**src/rtl/aq_pkg.sv**
```systemverilog
package aq_pkg;
  localparam int NUM_CH  = 2;
  localparam int NUM_EV  = 4;
  localparam int CODE_W  = 2;
  localparam int DATA_W  = 16;
  localparam int ADDR_W  = 2;
  localparam int FORCE_W = NUM_CH * CODE_W;
  localparam int RLD_LSB = 6;

  localparam logic [ADDR_W-1:0] ADR_SETUP = 2'd2;
  localparam logic [ADDR_W-1:0] ADR_FORCE = 2'd3;

  typedef enum logic [CODE_W-1:0] {
    ACT_KEEP   = 2'b00,
    ACT_LOW    = 2'b01,
    ACT_HIGH   = 2'b10,
    ACT_INVERT = 2'b11
  } act_e;

  typedef enum logic [1:0] {
    RLD_ON_ZERO   = 2'b00,
    RLD_ON_PERIOD = 2'b01,
    RLD_ON_EITHER = 2'b10,
    RLD_AT_ONCE   = 2'b11
  } rld_e;

  // Bit position of an event's field inside an action word.
  function automatic int field_lsb(input int ev);
    return (ev == 3) ? 8 : 2 * ev;
  endfunction

  // Next pin level for an action code.
  function automatic logic apply_act(input act_e code, input logic cur);
    case (code)
      ACT_LOW:    return 1'b0;
      ACT_HIGH:   return 1'b1;
      ACT_INVERT: return ~cur;
      default:    return cur;
    endcase
  endfunction

  // Only 01 and 10 force the pin.
  function automatic logic is_forcing(input logic [CODE_W-1:0] f);
    return (f == 2'b01) || (f == 2'b10);
  endfunction
endpackage

```
**src/rtl/aq_regs.sv**
```systemverilog
module aq_regs
  import aq_pkg::*;
(
  input  logic                           clk,
  input  logic                           rst_n,
  input  logic                           wr_en,
  input  logic [ADDR_W-1:0]              wr_addr,
  input  logic [DATA_W-1:0]              wr_data,
  input  logic                           tick,
  input  logic                           ev_zero,
  input  logic                           ev_period,
  output logic [NUM_CH-1:0][DATA_W-1:0]  act_words,
  output rld_e                           rld_mode,
  output logic [FORCE_W-1:0]             force_now
);
  logic [FORCE_W-1:0] force_shadow;
  logic               wr_force;
  logic               load_ev;

  for (genvar ch = 0; ch < NUM_CH; ch++) begin : g_act
    always_ff @(posedge clk or negedge rst_n) begin
      if (!rst_n)
        act_words[ch] <= '0;
      else if (wr_en && (wr_addr == ADDR_W'(ch)))
        act_words[ch] <= wr_data;
    end
  end

  always_ff @(posedge clk or negedge rst_n) begin
    if (!rst_n)
      rld_mode <= RLD_ON_ZERO;
    else if (wr_en && (wr_addr == ADR_SETUP))
      rld_mode <= rld_e'(wr_data[RLD_LSB +: 2]);
  end

  assign wr_force = wr_en && (wr_addr == ADR_FORCE);

  always_comb begin
    case (rld_mode)
      RLD_ON_ZERO:   load_ev = tick && ev_zero;
      RLD_ON_PERIOD: load_ev = tick && ev_period;
      RLD_ON_EITHER: load_ev = tick && (ev_zero || ev_period);
      default:       load_ev = 1'b0;
    endcase
  end

  always_ff @(posedge clk or negedge rst_n) begin
    if (!rst_n) begin
      force_shadow <= '0;
      force_now    <= '0;
    end else begin
      if (wr_force)
        force_shadow <= wr_data[FORCE_W-1:0];
      if (wr_force && (rld_mode == RLD_AT_ONCE))
        force_now <= wr_data[FORCE_W-1:0];
      else if (load_ev)
        force_now <= force_shadow;
    end
  end
endmodule

```
**src/rtl/aq_evsel.sv**
```systemverilog
module aq_evsel
  import aq_pkg::*;
(
  input  logic [NUM_EV-1:0] ev_vec,
  input  logic [DATA_W-1:0] act_word,
  output logic              sel_valid,
  output act_e              sel_code
);
  // Ascending scan: a later (higher-priority) event overwrites.
  always_comb begin
    sel_valid = 1'b0;
    sel_code  = ACT_KEEP;
    for (int ev = 0; ev < NUM_EV; ev++) begin
      if (ev_vec[ev]) begin
        sel_valid = 1'b1;
        sel_code  = act_e'(act_word[field_lsb(ev) +: CODE_W]);
      end
    end
  end
endmodule

```
**src/rtl/aq_chan.sv**
```systemverilog
module aq_chan
  import aq_pkg::*;
(
  input  logic              clk,
  input  logic              rst_n,
  input  logic              tick,
  input  logic              sel_valid,
  input  act_e              sel_code,
  input  logic [CODE_W-1:0] force_code,
  output logic              pin
);
  logic pin_next;

  always_comb begin
    pin_next = pin;
    if (tick) begin
      if (is_forcing(force_code))
        pin_next = (force_code == 2'b10);
      else if (sel_valid)
        pin_next = apply_act(sel_code, pin);
    end
  end

  always_ff @(posedge clk or negedge rst_n) begin
    if (!rst_n) pin <= 1'b0;
    else        pin <= pin_next;
  end
endmodule

```
**src/rtl/pwm_action_qual.sv**
```systemverilog
module pwm_action_qual
  import aq_pkg::*;
(
  input  logic              clk,
  input  logic              rst_n,
  input  logic              tick,
  input  logic              ev_zero,
  input  logic              ev_period,
  input  logic              ev_cmpa_up,
  input  logic              ev_cmpb_up,
  input  logic              wr_en,
  input  logic [ADDR_W-1:0] wr_addr,
  input  logic [DATA_W-1:0] wr_data,
  output logic              out_a,
  output logic              out_b
);
  logic [NUM_EV-1:0]             ev_vec;
  logic [NUM_CH-1:0][DATA_W-1:0] act_words;
  rld_e                          rld_mode;
  logic [FORCE_W-1:0]            force_now;
  logic [NUM_CH-1:0]             sel_valid;
  logic [NUM_CH-1:0][CODE_W-1:0] sel_code;
  logic [NUM_CH-1:0]             pins;

  assign ev_vec = {ev_cmpb_up, ev_cmpa_up, ev_period, ev_zero};

  aq_regs regs_i (
    .clk       (clk),
    .rst_n     (rst_n),
    .wr_en     (wr_en),
    .wr_addr   (wr_addr),
    .wr_data   (wr_data),
    .tick      (tick),
    .ev_zero   (ev_zero),
    .ev_period (ev_period),
    .act_words (act_words),
    .rld_mode  (rld_mode),
    .force_now (force_now)
  );

  for (genvar ch = 0; ch < NUM_CH; ch++) begin : g_ch
    act_e code_e;

    aq_evsel sel_i (
      .ev_vec    (ev_vec),
      .act_word  (act_words[ch]),
      .sel_valid (sel_valid[ch]),
      .sel_code  (code_e)
    );

    assign sel_code[ch] = code_e;

    aq_chan chan_i (
      .clk        (clk),
      .rst_n      (rst_n),
      .tick       (tick),
      .sel_valid  (sel_valid[ch]),
      .sel_code   (code_e),
      .force_code (force_now[ch*CODE_W +: CODE_W]),
      .pin        (pins[ch])
    );
  end

  assign out_a = pins[0];
  assign out_b = pins[1];
endmodule

```
**config.mk**
```make
export PLATFORM = sky130hd
export DESIGN_NAME = pwm_action_qual
export DESIGN_NICKNAME = d
export VERILOG_FILES = /design/src/rtl/aq_pkg.sv /design/src/rtl/aq_regs.sv /design/src/rtl/aq_evsel.sv /design/src/rtl/aq_chan.sv /design/src/rtl/pwm_action_qual.sv
export SDC_FILE = /design/constraint.sdc
export NUM_CORES = 1
export LEC_CHECK = 0
export BUFFER_PORTS_ARGS = -buffer_cell sky130_fd_sc_hd__buf_2
export CORE_UTILIZATION = 35
export CTS_CLUSTER_SIZE = 14
export DETAILED_ROUTE_END_ITERATION = 10
export GPL_TIMING_DRIVEN = 0
export HOLD_SLACK_MARGIN = 0.08
export PLACE_DENSITY = 0.59
export SKIP_CTS_REPAIR_TIMING = 1
export SLEW_MARGIN = 30
export SYNTH_ARGS = -nofsm -noshare
export SYNTH_HDL_FRONTEND = slang
export SYNTH_SLANG_ARGS = --single-unit
```
**constraint.sdc**
```tcl
create_clock -name clk -period 5.4 [get_ports clk]
set_input_delay 1.08 -clock clk [delete_from_list [all_inputs] [get_ports clk]]
set_output_delay 1.08 -clock clk [all_outputs]
set_load 0.005 [all_outputs]
```
==> impl_metrics.ini <==
[clock_network]
cts_max_level = 1
clock_sinks = 28
path_clk_slew_ns = 0.09
clock_latency_ns = 0.27
cts_made_buffers = 3
cts_tree = done
cts-root-buf = clkbuf_8
clockBufferDepth = 2

[yosys]
async_reset_ff_frac = 1.00
syn_nets = 147
ys_types = 29
syn-mean-instance-area_sq_um = 12.2
yosysWarnings = 0
synthesis.instances = 116
yosys-top-cells-area = dfrtp_1 (50%), mux2_2 (14%), ha_1 (4.4%)
synth_top_area_frac = 0.496
ys_seq_area_frac = 0.496
syn_area_sq_um = 1410
yosysTopAreaCell = dfrtp_1
synth_edf_count = 0
synth_flop_cell = dfrtp_1
ys_ff_latch = 28

[pwr]
netSwitchingFraction = 0.287
power.internal_uw = 413
p_seq_frac = 0.512
total_power_uw = 579
p_leak_nw = 0.747
pwr-share-comb = 0.267
clkPwrFrac = 0.220
power_density_nw_per_um2 = 356
peakVddDrop_mv = 0.0932
p_switching_uw = 166

[final_layout]
fin_area_sq_um = 1630
fin_util = 0.432
area_growth_syn_to_layout_pct = 15.2
nets = 172
drive_above_1_share = 0.386
final_cells = 188
diodes = 0

[worst_hold_path]
hold_path_end = regs_i.force_shadow[0]$_DFFE_PN0P_
min_path_cells = 2
hold_path.startpoint = regs_i.force_shadow[0]$_DFFE_PN0P_
hold_path.class = register to register

[global_routing]
grt_max_degree = 29
grt_pass1_vias = 1005
overflow = 0
grt_pass1_wl_um = 4580
grt_usage = 0.143
antenna_found_initial = 0

[placement]
post_dp_cell_area_sq_um = 1570
place_congestion = 0.812
dp_hpwl_um = 2010
numPortBuffers = 20
dp.cells = 184

[sta]
relSlewSlack = 0.536
fin_setup_tns_ns = 0
min_period_ns = 2.05
rsz0062_at_grt = no
slew_violations = 0
finalCritPeriodShare = 0.379
worst_slew_pin_slew_ns = 0.693
clock_skew_ns = 0.00405
setup_viol_count_final = 0
hold_viol_final = 0
fmax_mhz = 489

[setup_path]
end_kind = register
startpoint_type = input pin
r2r_cells = 6
r2r-start = regs_i.rld_mode[0]$_DFFE_PN0P_
critPathKind = input pin to register
r2r_setup_slack_ns = 3.46
crit_required_ns = 5.56
r2r-end = regs_i.force_now[1]$_DFFE_PN0P_
worst_ep_arrival_time_ns = 2.21
crit_path_max_fanout = 8

[drt]
drt_iter0_drc = 26
ant_nets = 0
wire_per_inst_um = 13.8
dr.pass1.iters = 4
routed-via-count = 976
wl_um = 2590
routed_via_density = 5.19
route.detailed.drc = 0

[die]
initial_core_util = 0.375
die_area_sq_um = 4290
die_x_um = 65.5
die_h_um = 65.5
ios = 28
row_count = 22
core_area_sq_um = 3770

[job]
maxCapViolations = 0

[status]
status = complete, no violations
## critical path: stages
cell and delay (ns):
buf_2 0.13, nor3b_2 0.60, mux2_2 0.41
## logic make-up after synthesis
family          synth area share
compound gates             0.139
fa+ha+maj                 0.0443
buf+inv                   0.0292
flops                      0.496
mux                        0.143
simple gates               0.148
## cells in the mapped netlist, types with 4 or more instances
cell type and n:
o21ai_0 4, inv_1 7, mux2_2 18, dfrtp_1 28, o2111ai_1 4, a221o_1 4
and3_1 5, ha_1 5, nand2b_1 4, nand2_1 12
## cells in the final DEF (no fill, tap or decap), types with 4 or more instances in the layout
cell type  instances
dfrtp_1           28
buf_2             20
mux2_2            18
nand2_1           12
inv_1              7
and3_1             5
ha_1               5
a221o_1            4
o2111ai_1          4
o21ai_0            4
nand2b_1           4
clkbuf_8           4
## worst max-delay path by stage
stage,start,to,slack (ns),depth (start not counted)
2_1_floorplan,ev_period,regs_i.force_now[1]$_DFFE_PN0P_,3.22,5
3_3_place_gp,wr_addr[1],regs_i.act_words[8]$_DFFE_PN0P_,3.05,3
3_5_place_dp,wr_addr[1],regs_i.act_words[9]$_DFFE_PN0P_,3.06,3
4_1_cts,wr_addr[1],regs_i.act_words[9]$_DFFE_PN0P_,3.36,3
5_1_grt,wr_addr[1],regs_i.act_words[3]$_DFFE_PN0P_,3.28,3
6_report,wr_addr[1],regs_i.act_words[0]$_DFFE_PN0P_,3.35,3
## power by group through the flow
stage | combinational (mW) | sequential, mW | clock [mW]
floorplan | 0.115 | 0.290 | 0
global placement | 0.155 | 0.299 | 0
detailed placement | 0.157 | 0.301 | 0
CTS | 0.158 | 0.296 | 0.132
global route | 0.178 | 0.304 | 0.142
finish | 0.155 | 0.297 | 0.128
## routing by layer
layer,global-route usage,up-vias,routed length [um]
li1,-,476,-
met1,0.184,483,1280
met2,0.224,13,1170
met3,0.0313,4,86
met4,0.0734,0,53
met5,0,-,0
## final cells by class
cell class / count / area [sq um]
clock buffers: 4 / 55.1
well taps: 48 / 60.1
fillers: 368 / 2140
plain buffers: 2 / 15.0
multi-input cells: 79 / 671
repair buffers: 20 / 100
flip-flops and latches: 28 / 701
inverters: 7 / 26.3
## metrics by stage
step	setup WS, ns	hold WS, ns
2_1_floorplan	3.22	0.446
3_3_place_gp	3.05	0.468
3_5_place_dp	3.06	0.474
4_1_cts	3.36	0.495
5_1_grt	3.28	0.522
6_report	3.35	0.484
## flip-flops by register name, summed over array words and instances, names as in the netlist
name / count
regs_i.force_now: 4
regs_i.rld_mode: 2
g_ch.chan_i.pin: 2
regs_i.force_shadow: 4
regs_i.act_words: 16
No activity file was read; power rests on OpenSTA's default activity.
